===== src/rtl/sag_pkg.sv =====
package sag_pkg;

    parameter int unsigned SAG_AW = 8;   // effective address / pointer width
    parameter int unsigned SAG_SW = 8;   // segment register width

    typedef enum logic [2:0] {
        AM_DIRECT = 3'd0,
        AM_PTR_A  = 3'd1,
        AM_PTR_B  = 3'd2,
        AM_PUSH   = 3'd3,
        AM_POP    = 3'd4
    } amode_e;

    typedef enum logic [1:0] {
        PU_NONE = 2'd0,
        PU_INC  = 2'd1,
        PU_DEC  = 2'd2,
        PU_KEEP = 2'd3
    } pupd_e;

    typedef enum logic [1:0] {
        RS_PTR_A = 2'd0,
        RS_PTR_B = 2'd1,
        RS_STACK = 2'd2,
        RS_SEG   = 2'd3
    } rsel_e;

endpackage


===== src/rtl/sag_ptr_step.sv =====
module sag_ptr_step #(
    parameter int unsigned W = 8
) (
    input  logic [W-1:0] cur,
    input  logic         apply,
    input  logic [1:0]   upd,
    output logic [W-1:0] nxt
);
    import sag_pkg::*;

    localparam logic [W-1:0] ONE = W'(1);

    always_comb begin
        nxt = cur;
        if (apply) begin
            unique case (pupd_e'(upd))
                PU_INC:  nxt = cur + ONE;
                PU_DEC:  nxt = cur - ONE;
                default: nxt = cur;
            endcase
        end
    end
endmodule


===== src/rtl/sag_stack_step.sv =====
module sag_stack_step #(
    parameter int unsigned W = 8
) (
    input  logic [W-1:0] sp,
    input  logic         push,
    input  logic         pop,
    output logic [W-1:0] eff,
    output logic [W-1:0] sp_nxt
);
    localparam logic [W-1:0] ONE = W'(1);

    logic [W-1:0] sp_up;

    // push: use then decrement; pop: increment then use
    always_comb begin
        sp_up  = sp + ONE;
        eff    = pop ? sp_up : sp;
        sp_nxt = sp;
        if (push)     sp_nxt = sp - ONE;
        else if (pop) sp_nxt = sp_up;
    end
endmodule


===== src/rtl/sag_seg_map.sv =====
module sag_seg_map #(
    parameter int unsigned AW = 8,
    parameter int unsigned SW = 8,
    parameter int unsigned PW = SW + AW
) (
    input  logic [AW-1:0] eff,
    input  logic [SW-1:0] seg,
    output logic [PW-1:0] phys
);
    localparam logic [SW-1:0] COMMON_HI = {SW{1'b1}};

    always_comb begin
        if (eff[AW-1]) phys = {COMMON_HI, eff};
        else           phys = {1'b0, seg, eff[AW-2:0]};
    end
endmodule


===== src/rtl/seg_addr_gen.sv =====
module seg_addr_gen #(
    parameter int unsigned AW       = sag_pkg::SAG_AW,
    parameter int unsigned SW       = sag_pkg::SAG_SW,
    parameter logic [AW-1:0] SP_RST = AW'(8'h6F),
    localparam int unsigned PW      = SW + AW
) (
    input  logic          clk,
    input  logic          rst_n,
    input  logic          acc_en,
    input  logic [2:0]    acc_mode,
    input  logic [1:0]    acc_upd,
    input  logic [AW-1:0] dir_addr,
    input  logic          reg_wr_en,
    input  logic [1:0]    reg_wr_sel,
    input  logic [AW-1:0] reg_wr_data,
    input  logic [1:0]    reg_rd_sel,
    output logic [AW-1:0] reg_rd_data,
    output logic [PW-1:0] phys_addr,
    output logic          phys_valid
);
    import sag_pkg::*;

    typedef struct packed {
        logic [AW-1:0] pa;
        logic [AW-1:0] pb;
        logic [AW-1:0] sp;
        logic [SW-1:0] seg;
        logic [PW-1:0] addr;
        logic          valid;
    } sag_state_t;

    sag_state_t st_d, st_q;

    logic          sel_dir, sel_a, sel_b, sel_push, sel_pop, acc_ok;
    logic [AW-1:0] pa_step, pb_step, sp_step, stk_eff;
    logic [AW-1:0] eff_sel;
    logic [SW-1:0] seg_sel;
    logic [PW-1:0] phys_map;

    always_comb begin
        sel_dir  = acc_en && (amode_e'(acc_mode) == AM_DIRECT);
        sel_a    = acc_en && (amode_e'(acc_mode) == AM_PTR_A);
        sel_b    = acc_en && (amode_e'(acc_mode) == AM_PTR_B);
        sel_push = acc_en && (amode_e'(acc_mode) == AM_PUSH);
        sel_pop  = acc_en && (amode_e'(acc_mode) == AM_POP);
        acc_ok   = sel_dir | sel_a | sel_b | sel_push | sel_pop;
    end

    sag_ptr_step #(.W(AW)) u_step_a (
        .cur(st_q.pa), .apply(sel_a), .upd(acc_upd), .nxt(pa_step)
    );

    sag_ptr_step #(.W(AW)) u_step_b (
        .cur(st_q.pb), .apply(sel_b), .upd(acc_upd), .nxt(pb_step)
    );

    sag_stack_step #(.W(AW)) u_stack (
        .sp(st_q.sp), .push(sel_push), .pop(sel_pop),
        .eff(stk_eff), .sp_nxt(sp_step)
    );

    always_comb begin
        eff_sel = dir_addr;
        seg_sel = st_q.seg;
        if (sel_a)               eff_sel = st_q.pa;
        else if (sel_b)          eff_sel = st_q.pb;
        else if (sel_push | sel_pop) begin
            eff_sel = stk_eff;
            seg_sel = '0;        // stack lives in segment 0
        end
    end

    sag_seg_map #(.AW(AW), .SW(SW), .PW(PW)) u_map (
        .eff(eff_sel), .seg(seg_sel), .phys(phys_map)
    );

    always_comb begin
        st_d       = st_q;
        st_d.pa    = pa_step;
        st_d.pb    = pb_step;
        st_d.sp    = sp_step;
        st_d.valid = acc_ok;
        if (acc_ok) st_d.addr = phys_map;
        // data-bus write wins over any same-cycle automatic update
        if (reg_wr_en) begin
            unique case (rsel_e'(reg_wr_sel))
                RS_PTR_A: st_d.pa  = reg_wr_data;
                RS_PTR_B: st_d.pb  = reg_wr_data;
                RS_STACK: st_d.sp  = reg_wr_data;
                RS_SEG:   st_d.seg = SW'(reg_wr_data);
                default:  ;
            endcase
        end
    end

    always_ff @(posedge clk or negedge rst_n) begin
        if (!rst_n) begin
            st_q.pa    <= '0;
            st_q.pb    <= '0;
            st_q.sp    <= SP_RST;
            st_q.seg   <= '0;
            st_q.addr  <= '0;
            st_q.valid <= 1'b0;
        end else begin
            st_q <= st_d;
        end
    end

    always_comb begin
        unique case (rsel_e'(reg_rd_sel))
            RS_PTR_A: reg_rd_data = st_q.pa;
            RS_PTR_B: reg_rd_data = st_q.pb;
            RS_STACK: reg_rd_data = st_q.sp;
            RS_SEG:   reg_rd_data = AW'(st_q.seg);
            default:  reg_rd_data = '0;
        endcase
    end

    assign phys_addr  = st_q.addr;
    assign phys_valid = st_q.valid;

endmodule


===== config.mk =====
export PLATFORM = sky130hd
export DESIGN_NAME = seg_addr_gen
export DESIGN_NICKNAME = d
export VERILOG_FILES = /design/src/rtl/sag_pkg.sv /design/src/rtl/sag_ptr_step.sv /design/src/rtl/sag_stack_step.sv /design/src/rtl/sag_seg_map.sv /design/src/rtl/seg_addr_gen.sv
export SDC_FILE = /design/constraint.sdc
export NUM_CORES = 1
export LEC_CHECK = 0
export BUFFER_PORTS_ARGS = -buffer_cell sky130_fd_sc_hd__buf_2
export CAP_MARGIN = 0
export CORE_ASPECT_RATIO = 1.1
export CORE_MARGIN = 4
export CORE_UTILIZATION = 63
export CTS_CLUSTER_DIAMETER = 200
export DETAILED_ROUTE_END_ITERATION = 8
export HOLD_SLACK_MARGIN = 0.02
export PLACE_DENSITY = 0.88
export SYNTH_ARGS = -nofsm -noshare
export SYNTH_HDL_FRONTEND = slang
export SYNTH_SLANG_ARGS = --single-unit

===== constraint.sdc =====
create_clock -name clk -period 4.4 [get_ports clk]
set_clock_uncertainty 0.2 [all_clocks]
set_input_delay 0.22 -clock clk [delete_from_list [all_inputs] [get_ports clk]]
set_output_delay 0.22 -clock clk [all_outputs]
set_load 0.03 [all_outputs]

## Word-level counts from Yosys, hierarchy flattened

Cells that the tools add are included.

- Register bits after elaboration: 49
- Output and inout bits: 25
- Input bits: 29

- Equality and inequality tests: 12
- Reduce and logical (&&, ||, !) cells: 9
- Bitwise logic cells: 5
- $add $sub $neg: 6
- Muxes and demuxes: 19

Operators by type and width:

| kind | number |
|---|---|
| $mux W8 | 14 |
| $mux W32 | 1 |
| $pmux W8 S2 | 2 |
| $pmux W8 S4 | 1 |
| $add A8 B1 Y8 const B | 3 |
| $sub A8 B1 Y8 const B | 3 |
| $mux W16 | 1 |
| $eq A2 B2 Y1 const B | 5 |
| $eq A2 B1 Y1 const B | 3 |
| $eq A3 B2 Y1 const B | 2 |
| $logic_and A1 B1 Y1 | 5 |
| $or A1 B1 Y1 | 5 |
| $logic_not A2 Y1 | 2 |
| $eq A3 B1 Y1 const B | 1 |
| $eq A3 B3 Y1 const B | 1 |
| $logic_not A3 Y1 | 1 |
| $reduce_and A2 Y1 | 1 |

## Logic depth before layout (Yosys ltp)

Gate-level depths: netlist of run 1.

- Depth in word-level cells: 7
- Depth in mapped cells: 14

## Modules after synthesis

From an unflattened synthesis of run 1, not the netlist that was laid out.

- Cells, all modules: 469
- Area, all modules: 4459.3 µm²

Modules (own cells, without submodules):

| module | instances | area an instance (µm²) | sequential area each (µm²) | cells each |
|---|---|---|---|---|
| seg_addr_gen | 1 | 2753.9 | 1233.7 | 224 |
| sag_ptr_step (u_step_b) | 1 | 624.3 | 0.0 | 88 |
| sag_ptr_step (u_step_a) | 1 | 581.8 | 0.0 | 89 |
| sag_stack_step | 1 | 389.1 | 0.0 | 52 |
| sag_seg_map | 1 | 110.1 | 0.0 | 16 |

## Worst setup path before layout of run 1

OpenSTA, ideal clock, no wires.

- Kind: in2reg
- Start: in acc_upd[0]
- End: reg st_q[39] (netlist bit)
- Path slack: 1694 ps
- Stages on the path: 14
- Arrival time: 2370 ps
- Data required time: 4065 ps
- Setup time: 135 ps
- Cell sequence: inv_1 ha_1 buf_6 buf_4 buf_2 buf_4 xor2_1 ha_1 and3b_2 o21ai_0 a32o_1 o21ai_0 xor2_1 o21ai_0

RTL lines:

| item | RTL line | text |
|---|---|---|
| start: declaration | seg_addr_gen.sv:11 | `input logic [1:0] acc_upd,` |
| end signal: assignment | seg_addr_gen.sv:105 | `st_q <= st_d;` |
| end: declaration | seg_addr_gen.sv:32 | `sag_state_t st_d, st_q;` |

==> implementation parameters, run 1 <==
Parameter                              Value

Run status
  Run status ... complete, no violations

Die
  Placement Rows ... 29
  Y dimension of the die ... 89.0 microns
  Count of boundary I/O pins ... 54
  Core Region ... 5770 sq um
  Die width ... 81.6 microns
  Area enclosed by the die boundary ... 7270 sq um
  Initial core utilization ... 0.651

GRT
  Via count of the first global-routing pass ... 3224
  Total congestion overflow ... 0
  Largest net degree at the start of global routing ... 50
  Wire length of the first global-routing pass ... 16.4 mm
  Overall track demand over capacity in global routing ... 0.302
  Antenna violations before repair ... 0

Detailed routing
  Number of DRC violations after detailed routing ... 0
  Total Wirelength ... 10.3 mm
  Detailed-route via count ... 3313
  Drt wl/cell ... 19.8 microns
  Vias per cell ... 6.36
  Remaining antenna violation count after routing ... 0
  Iteration count of the initial detailed-routing pass ... 5
  Initial detailed-routing violation count ... 364

Timing
  Number of pins exceeding their max-slew limit in the final report ... 0
  Setup violations, final ... 0
  Measured slew at the worst slew-check pin ... 1.12 ns
  Post-route worst hold slack ... 0.109 ns
  Fin crit share ... 0.690
  Setup repair after global routing missed its margin ... false
  Slew headroom ... 0.255
  Hold Vio Cnt, Final ... 0
  Peak Freq ... 329 MHz
  Minimum clock period after layout ... 3.04 ns
  Setup TNS after final layout ... 0 ns

Critical path
  Peak fanout along the critical path ... 29
  Dominant cell type by count on the critical path ... o21ai_0
  Data required time of the worst path ... 4.39 ns
  Endpoint type of the worst setup path ... register
  Library cell contributing the largest single delay on the critical path ... ha_1
  Data arrival at the endpoint of the critical path ... 3.03 ns
  Maximum cell stage delay along the critical path ... 0.82 ns
  Startpoint types ... input pin
  Category of the most critical setup path ... in -> reg
  Critical-path cell list ... buf_2, inv_1, ha_1, buf_4, xor2_1, ha_1, and3b_2, o21ai_0, a32o_1, o21ai_0, xor2_1, o21ai_0

Clocking
  Clock Path Buffers ... 2
  Master cell of the clock root buffer ... clkbuf_8
  Cts bufs inserted ... 5
  Sinks on the clock net ... 49
  Clock insertion delay at the later pin of the skew report ... 0.32 ns
  Clock-pin slew on the worst setup and hold paths ... 0.11 ns
  Buffers inserted during post-CTS setup optimization ... 0
  Resized Gates After CTS ... 0
  TritonCTS clock tree ... done
  H-tree level count ... 2

Power and ir drop
  IR Drop Worst-Case VDD ... 0.288 mV
  Cell area power density ... 406 nW/um^2
  Leakage power summed over all cells ... 1.66 nW

Logic synthesis
  Sequential element share of the synthesized area ... 0.328
  Mean Syn Cell Area ... 8.89 sq um
  Proportion of register bits with asynchronous set or reset after synthesis ... 1.00
  Post-Synthesis Cells ... 423
  Warnings, synthesis ... 0
  Synthesized net count ... 458
  Post-synthesis cell type count ... 65
  Ys flop type ... dfrtp_1
  Number of synthesized flops with an enable pin ... 0
  Post-Syn Area ... 3760 sq um
  Number of storage elements in the synthesis netlist ... 49

Run
  Max cap viols ... 0

Cells and area
  Nets ... 478
  Number of inserted diodes ... 0
  Area growth from synthesis to layout ... 7.16%
  Area taken by flip-flops and latches ... 1230 sq um
  Share of layout cells above drive strength 1 ... 0.241
  Filler instances ... 445
  Area of combinational cells with multiple inputs ... 2190 sq um

Place
  PortBufs ... 53
  HPWL Detailed ... 7.29 mm
  Global placement routability congestion ... 0.919

Min path
  Min-delay worst type ... in -> reg
-- worst max-delay path, delay by kind of cell --
kind	cells	cell delay, ns
buffers and inverters	3	0.47
AOI/OAI and AO/OA	4	0.74
and+or+nand+nor	1	0.19
adders and majority gates	2	1.05
xor gates and xnor gates	2	0.34
-- Yosys cell counts (all sizes together), types with 6 or more instances --
| library cell | n | share of area |
|---|---|---|
| mux4 | 8 | 0.048 |
| xor2 | 10 | 0.023 |
| dfrtp | 43 | 0.29 |
| a21oi | 22 | 0.030 |
| ha | 6 | 0.020 |
| mux2i | 6 | 0.016 |
| inv | 9 | 0.0090 |
| a22oi | 6 | 0.012 |
| nor2 | 36 | 0.037 |
| nand2 | 52 | 0.052 |
| nand2b | 7 | 0.012 |
| nand4 | 7 | 0.017 |
| mux2 | 12 | 0.036 |
| clkbuf | 14 | 0.014 |
| buf | 38 | 0.066 |
| o21ai | 35 | 0.048 |
| nand3 | 12 | 0.017 |
| dfstp | 6 | 0.042 |
| xnor2 | 21 | 0.049 |
-- cell families after synthesis --
| logic type | Yosys count | share of synthesized area |
|---|---|---|
| and+or+nand+nor | 150 | 0.214 |
| adders and majority gates | 6 | 0.0200 |
| xor gates and xnor gates | 31 | 0.0722 |
| muxes | 26 | 0.0999 |
| buffers and inverters | 61 | 0.0889 |
| AOI/OAI and AO/OA | 100 | 0.177 |
| DFF | 49 | 0.328 |
-- metrics by stage --
step / util / setup slack [ns] / power (mW) / std cells / instance area, sq um
global route: 0.698 / 1.16 / 1.72 / 521 / 4030
global placement: 0.666 / 1.25 / 1.31 / 504 / 3840
CTS: 0.698 / 1.43 / 1.63 / 521 / 4030
floorplan: - / 1.69 / 1.19 / 423 / 3760
finish: 0.698 / 1.36 / 1.63 / 521 / 4030
detailed placement: 0.666 / 1.11 / 1.33 / 504 / 3840
-- final cells by class --
cell class / instances / area share
well taps: 77 / 0.0239
inverters: 9 / 0.00839
flip-flops and latches: 49 / 0.306
clock inverters: 3 / 0.00652
repair buffers: 65 / 0.0938
clock buffers: 5 / 0.0171
multi-input cells: 313 / 0.544
-- layout by cell type, fill, tap and decap left out, types with 8 or more instances in the layout --
master         instances
mux4_2                 8
mux2_2                12
o21ai_0               34
inv_1                  9
xnor2_1               21
dlygate4sd3_1          9
nand3_1               11
a21oi_1               21
nand2_1               52
xor2_1                10
dfrtp_1               43
buf_2                 53
nor2_1                35
-- layer usage --
metal / part of all wire / global-route usage / wire length, microns / up-vias
met2: 0.50 / 0.514 / 5180 / 177
met1: 0.38 / 0.370 / 3960 / 1574
met5: 0 / 0 / 0 / -
met3: 0.083 / 0.0655 / 856 / 34
met4: 0.032 / 0.130 / 331 / 0
li1: - / - / - / 1528
-- worst paths after layout --
path | from | end | slack [ns] | depth (start not counted)
setup / recovery | acc_upd[0] | st_q[47]$_DFF_PN0_ | 1.36 | 12
max in group asynchronous | rst_n | st_q[42]$_DFF_PN0_ | 2.86 | 2
hold reg to reg | phys_addr[2]$_DFFE_PN0P_ | phys_addr[2]$_DFFE_PN0P_ | 0.29 | 2
setup reg to reg | st_q[34]$_DFF_PN0_ | st_q[39]$_DFF_PN0_ | 1.93 | 8
min in group asynchronous | rst_n | st_q[33]$_DFF_PN0_ | 0.46 | 2
hold / removal | dir_addr[2] | phys_addr[2]$_DFFE_PN0P_ | 0.11 | 3
-- registers in the layout (all words and copies together), names as in the netlist --
register / flops
phys_addr: 16
phys_valid: 1
st_q: 32
-- power by group --
group / switching, mW / leakage [nW] / internal, mW / total [mW]
combinational: 0.345 / 1.04 / 0.255 / 0.599
clock: 0.169 / 0.0423 / 0.116 / 0.285
sequential: 0.189 / 0.572 / 0.561 / 0.750
-- timing repair --
action | 4_1_cts | 5_1_grt
endpoints found under the hold margin | 63 | 0
endpoints found under the setup margin | 0 | 0
hold buffers | 9 | 0
Note: power is estimated with default switching activity, not from simulation.
==> inputs of run 2 (changes only) <==
- ABC_AREA: default -> 1
- CORE_UTILIZATION: 63 -> 53
- PLACE_DENSITY: 0.88 -> 0.79
- clock period: 4.4 -> 2.7 ns (I/O delays scaled with it)
==> run 2 against run 1 <==
Clock-buffer cell count unchanged. Critical path type is now reg -> reg. Clock power up 57%. Non-clock buffer count up 1. Utilization down 10 points. Design area up 3.5%. Critical path depth down 3. Largest power group unchanged. Total power up 59%. Sequential share of layout area down 1.0 points. Global-route usage down 4.8 points. Cell count up 32%. Via count up 17%. Flip-flop and latch count unchanged.
==> implementation parameters, run 2 <==
Parameter                              Value

Clocking
  Clock insertion delay at the later pin of the skew report ... 0.31 ns (was 0.32 ns)
  H-tree level count ... 2 (unchanged)
  Hold-fix buffer count after cts ... 11 (was 9)
  Resized Gates After CTS ... 0 (unchanged)
  Clock-pin slew on the worst setup and hold paths ... 0.10 ns (was 0.11 ns)
  Clock Path Buffers ... 2 (unchanged)
  Buffers inserted during post-CTS setup optimization ... 0 (unchanged)
  Sinks on the clock net ... 49 (unchanged)
  TritonCTS clock tree ... done (unchanged)
  Master cell of the clock root buffer ... clkbuf_8 (unchanged)
  Cts bufs inserted ... 5 (unchanged)

Critical path
  Peak fanout along the critical path ... 5 (was 29)
  Endpoint type of the worst setup path ... register (unchanged)
  Category of the most critical setup path ... reg -> reg (was in -> reg)
  Startpoint types ... register (was input pin)
  Data arrival at the endpoint of the critical path ... 2.03 ns (was 3.03 ns)
  Data required time of the worst path ... 2.71 ns (was 4.39 ns)

Timing
  Number of pins exceeding their max-slew limit in the final report ... 0 (unchanged)
  Post-route worst hold slack ... 0.0248 ns (was 0.109 ns)
  Peak Freq ... 494 MHz
  Slew headroom ... 0.632 (was 0.255)
  Hold Vio Cnt, Final ... 0 (unchanged)
  Minimum clock period after layout ... 2.02 ns
  Setup repair after global routing missed its margin ... false (unchanged)
  Measured slew at the worst slew-check pin ... 0.552 ns (was 1.12 ns)
  Fin crit share ... 0.749
  Setup TNS after final layout ... 0 ns (unchanged)
  Setup violations, final ... 0 (unchanged)

Power and ir drop
  Switch share ... 0.443 (was 0.430)
  Internal portion of total power ... 1.45 mW (was 0.931 mW)
  Cell area power density ... 623 nW/um^2 (was 406 nW/um^2)
  Leakage power summed over all cells ... 2.15 nW (was 1.66 nW)
  IR Drop Worst-Case VDD ... 0.328 mV (was 0.288 mV)
  Combinational share of power ... 0.409 (was 0.367)
  Clock network fraction of total power ... 0.172 (was 0.174)
  Power dissipated by switching net loads ... 1.15 mW (was 0.703 mW)
  Sequential group share of total power ... 0.419 (was 0.459)

Run
  Max cap viols ... 0 (unchanged)

Cells and area
  Area growth from synthesis to layout ... 9.93% (was 7.16%)
  Nets ... 635 (was 478)
  Final core utilization ... 0.595 (was 0.698)
  Largest Register ... st_q (unchanged)
  Post-route non-filler standard cell count ... 686 (was 521)
  Share of layout cells above drive strength 1 ... 0.151 (was 0.241)
  Filler instances ... 669 (was 445)
  Number of flip-flops in the largest register ... 32 (unchanged)
  Leading cell types in the layout, fill and taps excluded ... nand2_1, inv_1, buf_2 (was buf_2, nand2_1, dfrtp_1)
  Most frequent standard cell in the layout excluding fill and tap cells ... nand2_1 (was buf_2)
  Number of inserted diodes ... 0 (unchanged)

Place
  HPWL Detailed ... 8.29 mm (was 7.29 mm)
  Placed cell count ... 667 (was 504)
  Global placement routability congestion ... 0.939 (was 0.919)
  PortBufs ... 53 (unchanged)

Logic synthesis
  Ys flop type ... dfrtp_1 (unchanged)
  Synthesized net count ... 593 (was 458)
  Proportion of register bits with asynchronous set or reset after synthesis ... 1.00 (unchanged)
  Number of storage elements in the synthesis netlist ... 49 (unchanged)
  Mean Syn Cell Area ... 6.80 sq um (was 8.89 sq um)
  Post-synthesis cell type count ... 40 (was 65)
  Biggest area consumer among synthesized cells ... dfrtp_1 (unchanged)
  Library cell with the highest instance count after synthesis ... nand2_1 (unchanged)
  Number of synthesized flops with an enable pin ... 0 (unchanged)
  Ranking of synthesized cells by area ... dfrtp_1, nand2_1, inv_1 (was dfrtp_1, nand2_1, xnor2_1)
  Post-Synthesis Cells ... 558 (was 423)
  Sequential element share of the synthesized area ... 0.325 (was 0.328)
  Area share of the largest cell type after synthesis ... 0.284 (was 0.286)
  Top cells by count, synth ... nand2_1, inv_1, o21ai_0 (was nand2_1, dfrtp_1, nor2_1)
  Post-Syn Area ... 3790 sq um (was 3760 sq um)
  Warnings, synthesis ... 0 (unchanged)

GRT
  Total congestion overflow ... 0 (unchanged)
  Wire length of the first global-routing pass ... 17.3 mm (was 16.4 mm)
  Antenna violations before repair ... 0 (unchanged)
  Overall track demand over capacity in global routing ... 0.254 (was 0.302)
  Largest net degree at the start of global routing ... 34 (was 50)
  Via count of the first global-routing pass ... 3607 (was 3224)

Detailed routing
  Initial detailed-routing violation count ... 339 (was 364)
  Vias per cell ... 5.67 (was 6.36)
  Detailed-route via count ... 3887 (was 3313)
  Drt wl/cell ... 15.7 microns (was 19.8 microns)
  Number of DRC violations after detailed routing ... 0 (unchanged)
  Remaining antenna violation count after routing ... 0 (unchanged)
  Total Wirelength ... 10.7 mm (was 10.3 mm)
  Iteration count of the initial detailed-routing pass ... 5 (unchanged)

Die
  Initial core utilization ... 0.541 (was 0.651)
  Y dimension of the die ... 96.7 microns (was 89.0 microns)
  Area enclosed by the die boundary ... 8570 sq um (was 7270 sq um)
  Die width ... 88.7 microns (was 81.6 microns)
  Placement Rows ... 32 (was 29)
  Core Region ... 7010 sq um (was 5770 sq um)
  Count of boundary I/O pins ... 54 (unchanged)

Run status
  Run status ... complete, no violations (unchanged)

Min path
  Min-delay worst type ... in -> reg (unchanged)
[run 2: stage by stage]
stage          total power, mW  instance area, sq um  worst slack [ns]
6_report                  2.60                  4170             0.676
5_1_grt                   2.77                  4170             0.468
4_1_cts                   2.58                  4170             0.706
3_5_place_dp              2.13                  3970             0.428
3_3_place_gp              2.10                  3970             0.470
2_1_floorplan             1.88                  3790             0.689
[run 2: path summary, 6_finish.rpt]
path / end / slack [ns] / cells past startpoint / startpoint
min in group asynchronous: phys_addr[15]$_DFFE_PN0P_ / 0.09 / 2 / rst_n
max in group asynchronous: st_q[30]$_DFF_PN1_ / 1.38 / 3 / rst_n
hold reg to reg: phys_addr[13]$_DFFE_PN0P_ / 0.28 / 2 / phys_addr[13]$_DFFE_PN0P_
setup reg to reg: phys_addr[4]$_DFFE_PN0P_ / 0.68 / 9 / st_q[25]$_DFF_PN1_
hold / removal: st_q[48]$_DFF_PN0_ / 0.02 / 4 / reg_wr_sel[0]
setup / recovery: phys_addr[4]$_DFFE_PN0P_ / 0.68 / 9 / st_q[25]$_DFF_PN1_
[run 2: cells by family (layout without fill, tap and decap cells)]
logic type,Yosys count,after routing,share of synthesized area
simple gates,242,242,0.276
buf+inv,114,157,0.137
compound gates,120,120,0.177
fa+ha+maj,6,6,0.0198
mux,1,1,0.00297
xor+xnor,26,26,0.0620
flops,49,49,0.325
[run 2: power by group through the flow]
stage / registers (mW) / logic (mW) / clock network [mW]
2_1_floorplan: 1.01 / 0.865 / 0
3_3_place_gp: 1.09 / 1.01 / 0
3_5_place_dp: 1.09 / 1.04 / 0
4_1_cts: 1.08 / 1.05 / 0.450
5_1_grt: 1.11 / 1.19 / 0.480
6_report: 1.09 / 1.06 / 0.448
[run 2: layer usage]
layer	routed length, microns	global-route usage	up-vias
met5	0	0	-
met4	395	0.0930	0
met3	956	0.0537	33
met2	4920	0.394	214
met1	4470	0.346	1778
li1	-	-	1862
[run 2: cell type report]
class / count / area, sq um / share of cell area
flip-flops and latches: 49 / 1230 / 0.296
clock buffers: 5 / 68.8 / 0.0165
clock inverters: 3 / 17.5 / 0.00420
inverters: 83 / 312 / 0.0747
well taps: 85 / 106 / 0.0255
repair buffers: 66 / 390 / 0.0936
multi-input cells: 395 / 2040 / 0.489
[run 2: worst max-delay path, cell delays in order (launching register included)]
cell and delay [ns]:
dfstp_2 0.60, ha_1 0.21, nand3_1 0.10, xor2_1 0.16, nand2_1 0.06, o21ai_0 0.17, nor2_1 0.23, o21bai_1 0.09
nand3_1 0.08, nand2_1 0.06
